$ cat config.mk
export PLATFORM = sky130hd
export DESIGN_NAME = wide_timer_bridge
export DESIGN_NICKNAME = d
export VERILOG_FILES = /design/src/rtl/wtb_pkg.sv /design/src/rtl/wtb_counter.sv /design/src/rtl/wtb_capture.sv /design/src/rtl/wtb_regport.sv /design/src/rtl/wide_timer_bridge.sv
export SDC_FILE = /design/constraint.sdc
export NUM_CORES = 1
export LEC_CHECK = 0
export ABC_AREA = 0
export BUFFER_PORTS_ARGS = -buffer_cell sky130_fd_sc_hd__buf_4
export CAP_MARGIN = 5
export CORE_MARGIN = 5
export CORE_UTILIZATION = 30
export DETAILED_ROUTE_END_ITERATION = 7
export PLACE_DENSITY = 0.43
export RECOVER_POWER = 100
export SYNTH_ARGS = -nofsm -noshare
export SYNTH_HDL_FRONTEND = slang
export SYNTH_HIERARCHICAL = 1
export SYNTH_SLANG_ARGS = --single-unit
$ cat constraint.sdc
create_clock -name clk -period 2.65 [get_ports clk]
set_clock_uncertainty 0.2 [all_clocks]
set_input_delay 0.795 -clock clk [delete_from_list [all_inputs] [get_ports clk]]
set_output_delay 0.795 -clock clk [all_outputs]
set_load 0.02 [all_outputs]
$ cat src/rtl/wtb_pkg.sv
package wtb_pkg;
    typedef enum logic {
        HALF_UPPER = 1'b0,
        HALF_LOWER = 1'b1
    } half_sel_e;
endpackage

$ cat src/rtl/wtb_counter.sv
module wtb_counter #(
    parameter int CNT_W = 32
) (
    input  logic             clk,
    input  logic             rst_n,
    input  logic             count_en,
    input  logic             load_en,
    input  logic [CNT_W-1:0] load_val,
    output logic [CNT_W-1:0] cnt
);
    typedef struct packed {
        logic [CNT_W-1:0] value;
    } cnt_state_t;

    cnt_state_t st_d, st_q;

    always_comb begin
        st_d = st_q;
        if (load_en) begin
            st_d.value = load_val;
        end else if (count_en) begin
            st_d.value = st_q.value + CNT_W'(1);
        end
    end

    always_ff @(posedge clk or negedge rst_n) begin
        if (!rst_n) st_q <= '0;
        else        st_q <= st_d;
    end

    assign cnt = st_q.value;

    // increment, wrap and hold
    assert_count_step_R2: assert property (@(posedge clk) disable iff (!rst_n)
        (count_en && !load_en) |=> (cnt == $past(cnt) + CNT_W'(1)));
    assert_count_hold_R2: assert property (@(posedge clk) disable iff (!rst_n)
        (!count_en && !load_en) |=> $stable(cnt));
    // load beats increment
    assert_load_wins_R8: assert property (@(posedge clk) disable iff (!rst_n)
        load_en |=> (cnt == $past(load_val)));
endmodule

$ cat src/rtl/wtb_capture.sv
module wtb_capture #(
    parameter int CNT_W = 32,
    parameter int N_CAP = 4
) (
    input  logic                        clk,
    input  logic                        rst_n,
    input  logic [N_CAP-1:0]            trig,
    input  logic [CNT_W-1:0]            cnt,
    output logic [N_CAP-1:0][CNT_W-1:0] caps
);
    typedef struct packed {
        logic [N_CAP-1:0][CNT_W-1:0] snap;
    } cap_state_t;

    cap_state_t st_d, st_q;

    always_comb begin
        st_d = st_q;
        for (int k = 0; k < N_CAP; k++) begin
            if (trig[k]) st_d.snap[k] = cnt;
        end
    end

    always_ff @(posedge clk or negedge rst_n) begin
        if (!rst_n) st_q <= '0;
        else        st_q <= st_d;
    end

    assign caps = st_q.snap;

    for (genvar g = 0; g < N_CAP; g++) begin : g_chk
        // snapshot of pre-update counter, hold otherwise
        assert_capture_take_R9: assert property (@(posedge clk) disable iff (!rst_n)
            trig[g] |=> (caps[g] == $past(cnt)));
        assert_capture_hold_R9: assert property (@(posedge clk) disable iff (!rst_n)
            !trig[g] |=> $stable(caps[g]));
    end
endmodule

$ cat src/rtl/wtb_regport.sv
module wtb_regport #(
    parameter int CNT_W  = 32,
    parameter int N_CAP  = 4,
    parameter int ADDR_W = 4
) (
    input  logic                        clk,
    input  logic                        rst_n,
    input  logic [ADDR_W-1:0]           bus_addr,
    input  logic                        bus_rd,
    input  logic                        bus_wr,
    input  logic [CNT_W/2-1:0]          bus_wdata,
    input  logic [CNT_W-1:0]            cnt,
    input  logic [N_CAP-1:0][CNT_W-1:0] caps,
    output logic [CNT_W/2-1:0]          bus_rdata,
    output logic                        load_en,
    output logic [CNT_W-1:0]            load_val
);
    import wtb_pkg::*;

    localparam int HALF_W = CNT_W / 2;
    localparam int IDX_W  = ADDR_W - 1;
    localparam int N_REG  = N_CAP + 1;

    typedef struct packed {
        logic [HALF_W-1:0] hold;
        logic [HALF_W-1:0] rdata;
    } port_state_t;

    port_state_t st_d, st_q;

    logic [N_REG-1:0][CNT_W-1:0] regs;
    logic [IDX_W-1:0]            idx;
    half_sel_e                   half;
    logic                        mapped;
    logic [CNT_W-1:0]            sel_val;
    logic                        cnt_hi_wr;
    logic                        cnt_lo_wr;

    assign regs[0] = cnt;
    for (genvar g = 0; g < N_CAP; g++) begin : g_regs
        assign regs[g+1] = caps[g];
    end

    always_comb begin
        idx     = bus_addr[ADDR_W-1:1];
        half    = half_sel_e'(bus_addr[0]);
        mapped  = 1'b0;
        sel_val = '0;
        for (int i = 0; i < N_REG; i++) begin
            if (idx == IDX_W'(i)) begin
                mapped  = 1'b1;
                sel_val = regs[i];
            end
        end
        cnt_hi_wr = bus_wr && (idx == '0) && (half == HALF_UPPER);
        cnt_lo_wr = bus_wr && (idx == '0) && (half == HALF_LOWER);
    end

    always_comb begin
        st_d = st_q;
        if (bus_wr) begin
            if (cnt_hi_wr) st_d.hold = bus_wdata;
        end else if (bus_rd) begin
            if (!mapped) begin
                st_d.rdata = '0;
            end else if (half == HALF_UPPER) begin
                st_d.rdata = sel_val[CNT_W-1:HALF_W];
                st_d.hold  = sel_val[HALF_W-1:0];
            end else begin
                st_d.rdata = st_q.hold;
            end
        end
    end

    always_ff @(posedge clk or negedge rst_n) begin
        if (!rst_n) st_q <= '0;
        else        st_q <= st_d;
    end

    assign bus_rdata = st_q.rdata;
    assign load_en   = cnt_lo_wr;
    assign load_val  = {st_q.hold, bus_wdata};

    // state leaves reset cleared
    assert_reset_clear_R1: assert property (@(posedge clk)
        $rose(rst_n) |-> (st_q.hold == '0 && bus_rdata == '0));
    // upper read returns upper half and parks lower half
    assert_upper_read_R4: assert property (@(posedge clk) disable iff (!rst_n)
        (bus_rd && !bus_wr && mapped && half == HALF_UPPER) |=>
        (bus_rdata == $past(sel_val[CNT_W-1:HALF_W]) &&
         st_q.hold == $past(sel_val[HALF_W-1:0])));
    // lower read returns parked half
    assert_lower_read_R5: assert property (@(posedge clk) disable iff (!rst_n)
        (bus_rd && !bus_wr && mapped && half == HALF_LOWER) |=>
        (bus_rdata == $past(st_q.hold)));
    // read data holds without a read
    assert_rdata_hold_R3: assert property (@(posedge clk) disable iff (!rst_n)
        (!bus_rd || bus_wr) |=> $stable(bus_rdata));
    // upper write is parked
    assert_upper_park_R6: assert property (@(posedge clk) disable iff (!rst_n)
        cnt_hi_wr |=> (st_q.hold == $past(bus_wdata)));
    // capture-address writes leave the holding register alone
    assert_cap_write_ignored_R10: assert property (@(posedge clk) disable iff (!rst_n)
        (bus_wr && idx != '0) |=> $stable(st_q.hold));
endmodule

$ cat src/rtl/wide_timer_bridge.sv
module wide_timer_bridge #(
    parameter int CNT_W  = 32,
    parameter int N_CAP  = 4,
    parameter int ADDR_W = 4
) (
    input  logic                 clk,
    input  logic                 rst_n,
    input  logic [ADDR_W-1:0]    bus_addr,
    input  logic                 bus_rd,
    input  logic                 bus_wr,
    input  logic [CNT_W/2-1:0]   bus_wdata,
    output logic [CNT_W/2-1:0]   bus_rdata,
    input  logic                 count_en,
    input  logic [N_CAP-1:0]     cap_trig
);
    localparam int HALF_W = CNT_W / 2;

    logic [CNT_W-1:0]            cnt;
    logic [N_CAP-1:0][CNT_W-1:0] caps;
    logic                        load_en;
    logic [CNT_W-1:0]            load_val;

    wtb_counter #(.CNT_W(CNT_W)) u_counter (
        .clk      (clk),
        .rst_n    (rst_n),
        .count_en (count_en),
        .load_en  (load_en),
        .load_val (load_val),
        .cnt      (cnt)
    );

    wtb_capture #(.CNT_W(CNT_W), .N_CAP(N_CAP)) u_capture (
        .clk   (clk),
        .rst_n (rst_n),
        .trig  (cap_trig),
        .cnt   (cnt),
        .caps  (caps)
    );

    wtb_regport #(.CNT_W(CNT_W), .N_CAP(N_CAP), .ADDR_W(ADDR_W)) u_regport (
        .clk       (clk),
        .rst_n     (rst_n),
        .bus_addr  (bus_addr),
        .bus_rd    (bus_rd),
        .bus_wr    (bus_wr),
        .bus_wdata (bus_wdata),
        .cnt       (cnt),
        .caps      (caps),
        .bus_rdata (bus_rdata),
        .load_en   (load_en),
        .load_val  (load_val)
    );

    // lower write commits the full word on one edge
    assert_lower_commit_R7: assert property (@(posedge clk) disable iff (!rst_n)
        (bus_wr && bus_addr == ADDR_W'(1)) |=>
        (cnt[HALF_W-1:0] == $past(bus_wdata) &&
         cnt[CNT_W-1:HALF_W] == $past(load_val[CNT_W-1:HALF_W])));
    // upper write leaves a stopped counter untouched
    assert_upper_no_load_R6: assert property (@(posedge clk) disable iff (!rst_n)
        (bus_wr && bus_addr == ADDR_W'(0) && !count_en) |=> $stable(cnt));
endmodule

# [Word level (Yosys, flattened, before mapping)]
# Cells that the tools add are included.
# Widths: inputs -> output; s select.
[op_classes] n_eq_ne=6 muxes=19 addsub=1 reduce_logical=9 n_bitwise=2
[ops] op="$mux 32" count=8
[ops] op="$mux 16" count=6
[ops] op="$add 32x1->32 const B" count=1
[ops] op="$eq 3x2->1 const B" count=2
[ops] op="$reduce_bool 2->1" count=3
[ops] op="$mux 1" count=5
[ops] op="$ne 2x1->1 const B" count=2
[ops] op="$reduce_and 4->1" count=1
[ops] op="$eq 3x1->1 const B" count=1
[ops] op="$eq 3x3->1 const B" count=1
[ops] op="$logic_and 1x1->1" count=3
[ops] op="$logic_not 3->1" count=1
[ops] op="$not 1->1" count=2
[ops] op="$reduce_and 2->1" count=1
[word_totals] elab_cells=44 in_bits=29 output_inout_bits=16 reg_bits=192

# [Depth between registers and ports, before layout]
[depth] word_depth=10 depth_mapped=9

# [Modules after synthesis]
# The synthesis kept the hierarchy.
[modules_own_cells] mod="wtb_capture" cells_each=272 n_inst=1 seq_area_each_um2=3203.1 area_per_inst_um2=5380.2
[modules_own_cells] mod="wtb_regport" cells_each=303 n_inst=1 seq_area_each_um2=800.8 area_per_inst_um2=2924.1
[modules_own_cells] mod="wtb_counter" cells_each=219 n_inst=1 seq_area_each_um2=800.8 area_per_inst_um2=1966.9

# [Worst setup path before layout]
# No wires, ideal clock.
[synth_path] kind="in2reg" startpoint="in bus_addr[0]" endpoint="reg u_counter.st_q, in the netlist u_counter/cnt[31]" arrival_ps=2558 cell_stages=7 n_path_buf=3 setup_slack_ps=-239 t_required_ps=2319 path_cell_list="clkbuf_1 inv_1 clkbuf_1 nor3_1 clkbuf_1 o21ai_0 or3b_1"
[synth_between] elab_chain_cells=2
[synth_lines] element="start, declared" line="wide_timer_bridge.sv:8" rtl="input logic [ADDR_W-1:0] bus_addr,"
[synth_lines] element="$logic_and 1x1->1 (*)" line="wtb_regport.sv:56" rtl="cnt_lo_wr = bus_wr && (idx == '0) && (half == HALF_LOWER);"
[synth_lines] element="net load_en" line="wide_timer_bridge.sv:20" rtl="logic load_en;"
[synth_lines] element="$mux 32 or $reduce_bool 2->1 (tied branches)"
[synth_lines] element="end signal, assigned" line="wtb_counter.sv:28" rtl="else st_q <= st_d;"
[synth_lines] element="end, declared" line="wtb_counter.sv:15" rtl="cnt_state_t st_d, st_q;"
# The timed path passes the listed nets; every way through them passes the cells marked *.
# A chain may end at the register's enable or synchronous reset.

# [Worst setup path in the final report]
[layout_path] startpoint="reg u_counter.st_q, in the netlist u_counter/cnt[2]" endpoint="reg u_counter.st_q, in the netlist u_counter/cnt[29]"
[layout_between] elab_chain_cells=3
[layout_lines] element="$add 32x1->32" line="wtb_counter.sv:22" rtl="st_d.value = st_q.value + CNT_W'(1);"
[layout_lines] element="$mux 32" line="wtb_counter.sv:21" rtl="end else if (count_en) begin"
[layout_lines] element="$mux 32" line="wtb_counter.sv:19" rtl="if (load_en) begin"
# Every way passes these cells. The select of a mux whose other input is x is not followed.

==> impl_metrics.py <==
metrics = {
    "run_status": {
        "status": "finished clean",
    },
    "min_path": {
        "min_to": "u_regport/bus_rdata[9]",
        "min_path_cells": 2,
        "min_from": "u_regport/bus_rdata[9]",
        "holdCritPathClass": "flip-flop to flip-flop",
    },
    "synthesis": {
        "synth.distinct_cells": 60,
        "netlist_top_cells_count": "192 x dfrtp_1, 120 x mux2_4, 57 x nand2_1",
        "synth_top_cell_area_share_pct": 46.8,
        "synth_xor_area_share_pct": 1.02,
        "syn_area_per_cell_um2": 12.9,
        "synthSimpleGateAreaFrac_pct": 9.70,
        "ys_seq_elements": 192,
        "ys_warn_count": 6,
        "syn_nets": 824,
        "syn_inst": 794,
        "synth_edf_count": 0,
        "synth_most_common_cell": "dfrtp_1",
        "synth_top_area_cell": "dfrtp_1",
        "synth_top_family_by_area": "multiplexers",
        "synthFlopType": "dfrtp_1",
        "synth-seq-area-share_pct": 46.8,
        "netlist_area_mm2": 0.0103,
        "synthArstFlopShare_pct": 100,
        "synth.area.mux_share_pct": 23.6,
        "synth_fa_ha_area_share_pct": 0.122,
        "synth_compound_area_share_pct": 12.3,
        "synth_area_leaders": "dfrtp_1 47%, mux2_4 18%, mux4_2 3.5%",
    },
    "routing": {
        "detail-route-antenna-nets": 0,
        "drtPass1Iterations": 4,
        "vias": 6664,
        "totalWireLength_mm": 28.2,
        "wire_per_inst_um": 21.7,
        "drc_errors": 0,
        "drtIter0Drc": 508,
        "drt-vias-per-instance": 5.13,
    },
    "critical_path": {
        "path_cells": "and4_1 > clkbuf_1 > nand3_2 > or4_1 > nand3_1",
        "cp_slowest_cell": "or4_1",
        "crit_fanout": 8,
        "cp_top_family": "simple AND/OR/NAND/NOR gates",
        "r2r-end": "u_counter/cnt[29]",
        "start_kind": "flip-flop",
        "rrSetupSlack_ns": 0.30,
        "critical-path-max-stage-delay_ns": 0.58,
        "required_ns": 2.83,
        "arrival_ns": 2.53,
        "timing.rr.start": "u_counter/cnt[2]",
        "endpoint_kind": "flip-flop",
        "crit_buf_inv": 1,
        "r2r_cells": 5,
        "critPathKind": "flip-flop to flip-flop",
    },
    "grt": {
        "antenna_found_initial": 0,
        "grt_start_max_net_pins": 48,
        "grt_first_pass_wirelength_mm": 44.2,
        "overflow": 0,
        "grt_pass1_vias": 6929,
        "track_usage_pct": 15.0,
    },
    "layout": {
        "multi_input_area_mm2": 0.00437,
        "fill_cells": 3523,
        "n_antenna_cell": 0,
        "area_delta_synth_final_pct": 7.55,
        "drive_above_1_share_pct": 19.4,
        "nNetsFinal": 867,
        "register_area_mm2": 0.00480,
        "post-route-cell-area_mm2": 0.0110,
    },
    "placed_design": {
        "gp_congestion": 0.809,
        "io_buffers": 44,
        "hpwl_mm": 19.2,
        "dpl-instance-area_mm2": 0.0111,
        "post-place-ws_ns": 0.145,
    },
    "clocking": {
        "cts_tree": "done",
        "clkTransAtPathRegs_ns": 0.08,
        "clkSinkCount": 192,
        "htreeDepth": 4,
        "cts.repair.resized": 0,
        "cts_root_buf": "clkbuf_16",
        "cts_setup_buffers": 0,
        "insertion_delay_ns": 0.44,
        "clk_path_buf_depth": 2,
        "cts_made_buffers": 17,
        "cts_hold_buffers": 0,
    },
    "power": {
        "irDropWorstVdd_mv": 0.475,
        "power_uw": 8980,
        "power_density_mw_per_mm2": 813,
        "leakage_uw": 0.00439,
    },
    "die": {
        "die_width_um": 195,
        "core.rowCount": 67,
        "die_h_um": 195,
        "die_area_mm2": 0.0380,
        "fp.coreArea_mm2": 0.0337,
        "start_util_pct": 30.5,
        "io_pins": 45,
    },
    "sta": {
        "rsz0062_at_grt": "false",
        "maxSlewHeadroom_pct": 6.65,
        "timing.fmax_mhz": 425,
        "hold_violations": 0,
        "post-route-period-util_pct": 88.8,
        "finalMaxSlewViolations": 0,
        "tns_ns": 0,
        "finalWorstSetupSlack_ns": 0.296,
        "fin_crit_ns": 2.35,
        "worst_pin_slew_ns": 1.40,
        "setup_viol": 0,
    },
    "job": {
        "maxCapViolations": 0,
    },
}
[cells by family (layout without fill, tap and decap cells)]
logic type / after synthesis / count (layout)
compound gates: 167 / 167
flops: 192 / 192
mux: 161 / 161
xor+xnor: 12 / 12
buf+inv: 83 / 139
fa+ha+maj: 1 / 1
simple gates: 178 / 178
[registers in the layout, summed over array words and instances (netlist names)]
register / count
u_regport/bus_rdata: 16
u_regport/load_val: 16
u_counter/cnt: 32
u_capture/caps: 128
[power breakdown]
part           leakage, µW  total [µW]  internal [µW]  switching (µW)
clock             0.000278        2540           1260            1270
combinational      0.00184        2080           1050            1030
sequential         0.00228        4370           3760             612
[layout make-up]
cell class                      instances  share of cell area, %
Sequential cell                       192                   43.5
Clock inverter                         14                   1.10
Multi-Input combinational cell        519                   39.5
Timing Repair Buffer                  102                   6.67
Clock buffer                           18                   3.98
Inverter                                5                  0.170
Tap cell                              448                   5.07
[cell usage in the layout, fill, tap and decap left out, drive strengths merged, types with 17 or more instances in the layout]
master  Yosys  final
mux2i      17     17
nor2b      18     18
nand2      57     57
o21ai      52     52
mux2      128    128
a21boi     17     17
a221oi     17     17
nand3      28     28
nor2       18     18
dfrtp     192    192
clkbuf     24     51
buf        54     69
[stage by stage]
step | std cells | utilization, % | hold WS [ns]
global route | 1298 | 32.8 | 0.296
finish | 1298 | 32.8 | 0.283
CTS | 1298 | 34.6 | 0.102
global placement | 1266 | 33.0 | 0.275
detailed placement | 1266 | 33.0 | 0.279
floorplan | 794 | - | 0.275
[worst reg2reg max path: cells and delay by family, from the launching register on]
kind                   cells  cell delay, ns
flip-flops                 1            0.48
AND/OR/NAND/NOR            4            1.21
buffers and inverters      1            0.40
[worst max-delay path by stage]
stage / startpoint / to / slack, ns / cells past startpoint
global placement: bus_addr[2] / u_counter/cnt[29] / 0.15 / 8
CTS: u_counter/cnt[12] / u_counter/cnt[28] / 0.45 / 4
finish: u_counter/cnt[2] / u_counter/cnt[29] / 0.30 / 5
detailed placement: count_en / u_counter/cnt[19] / 0.14 / 6
global route: bus_addr[2] / u_counter/cnt[25] / 0.17 / 7
floorplan: bus_addr[0] / u_counter/cnt[13] / 0.06 / 9
[routing by layer]
metal / part of all wire (%) / up-vias / GRT usage [%]
met4: 1.4 / 0 / 3.78
met3: 2.3 / 20 / 2.02
met1: 50 / 3469 / 22.0
met2: 46 / 114 / 23.5
met5: 0 / - / 0
li1: - / 3061 / -
(Power assumes the default switching activity.)
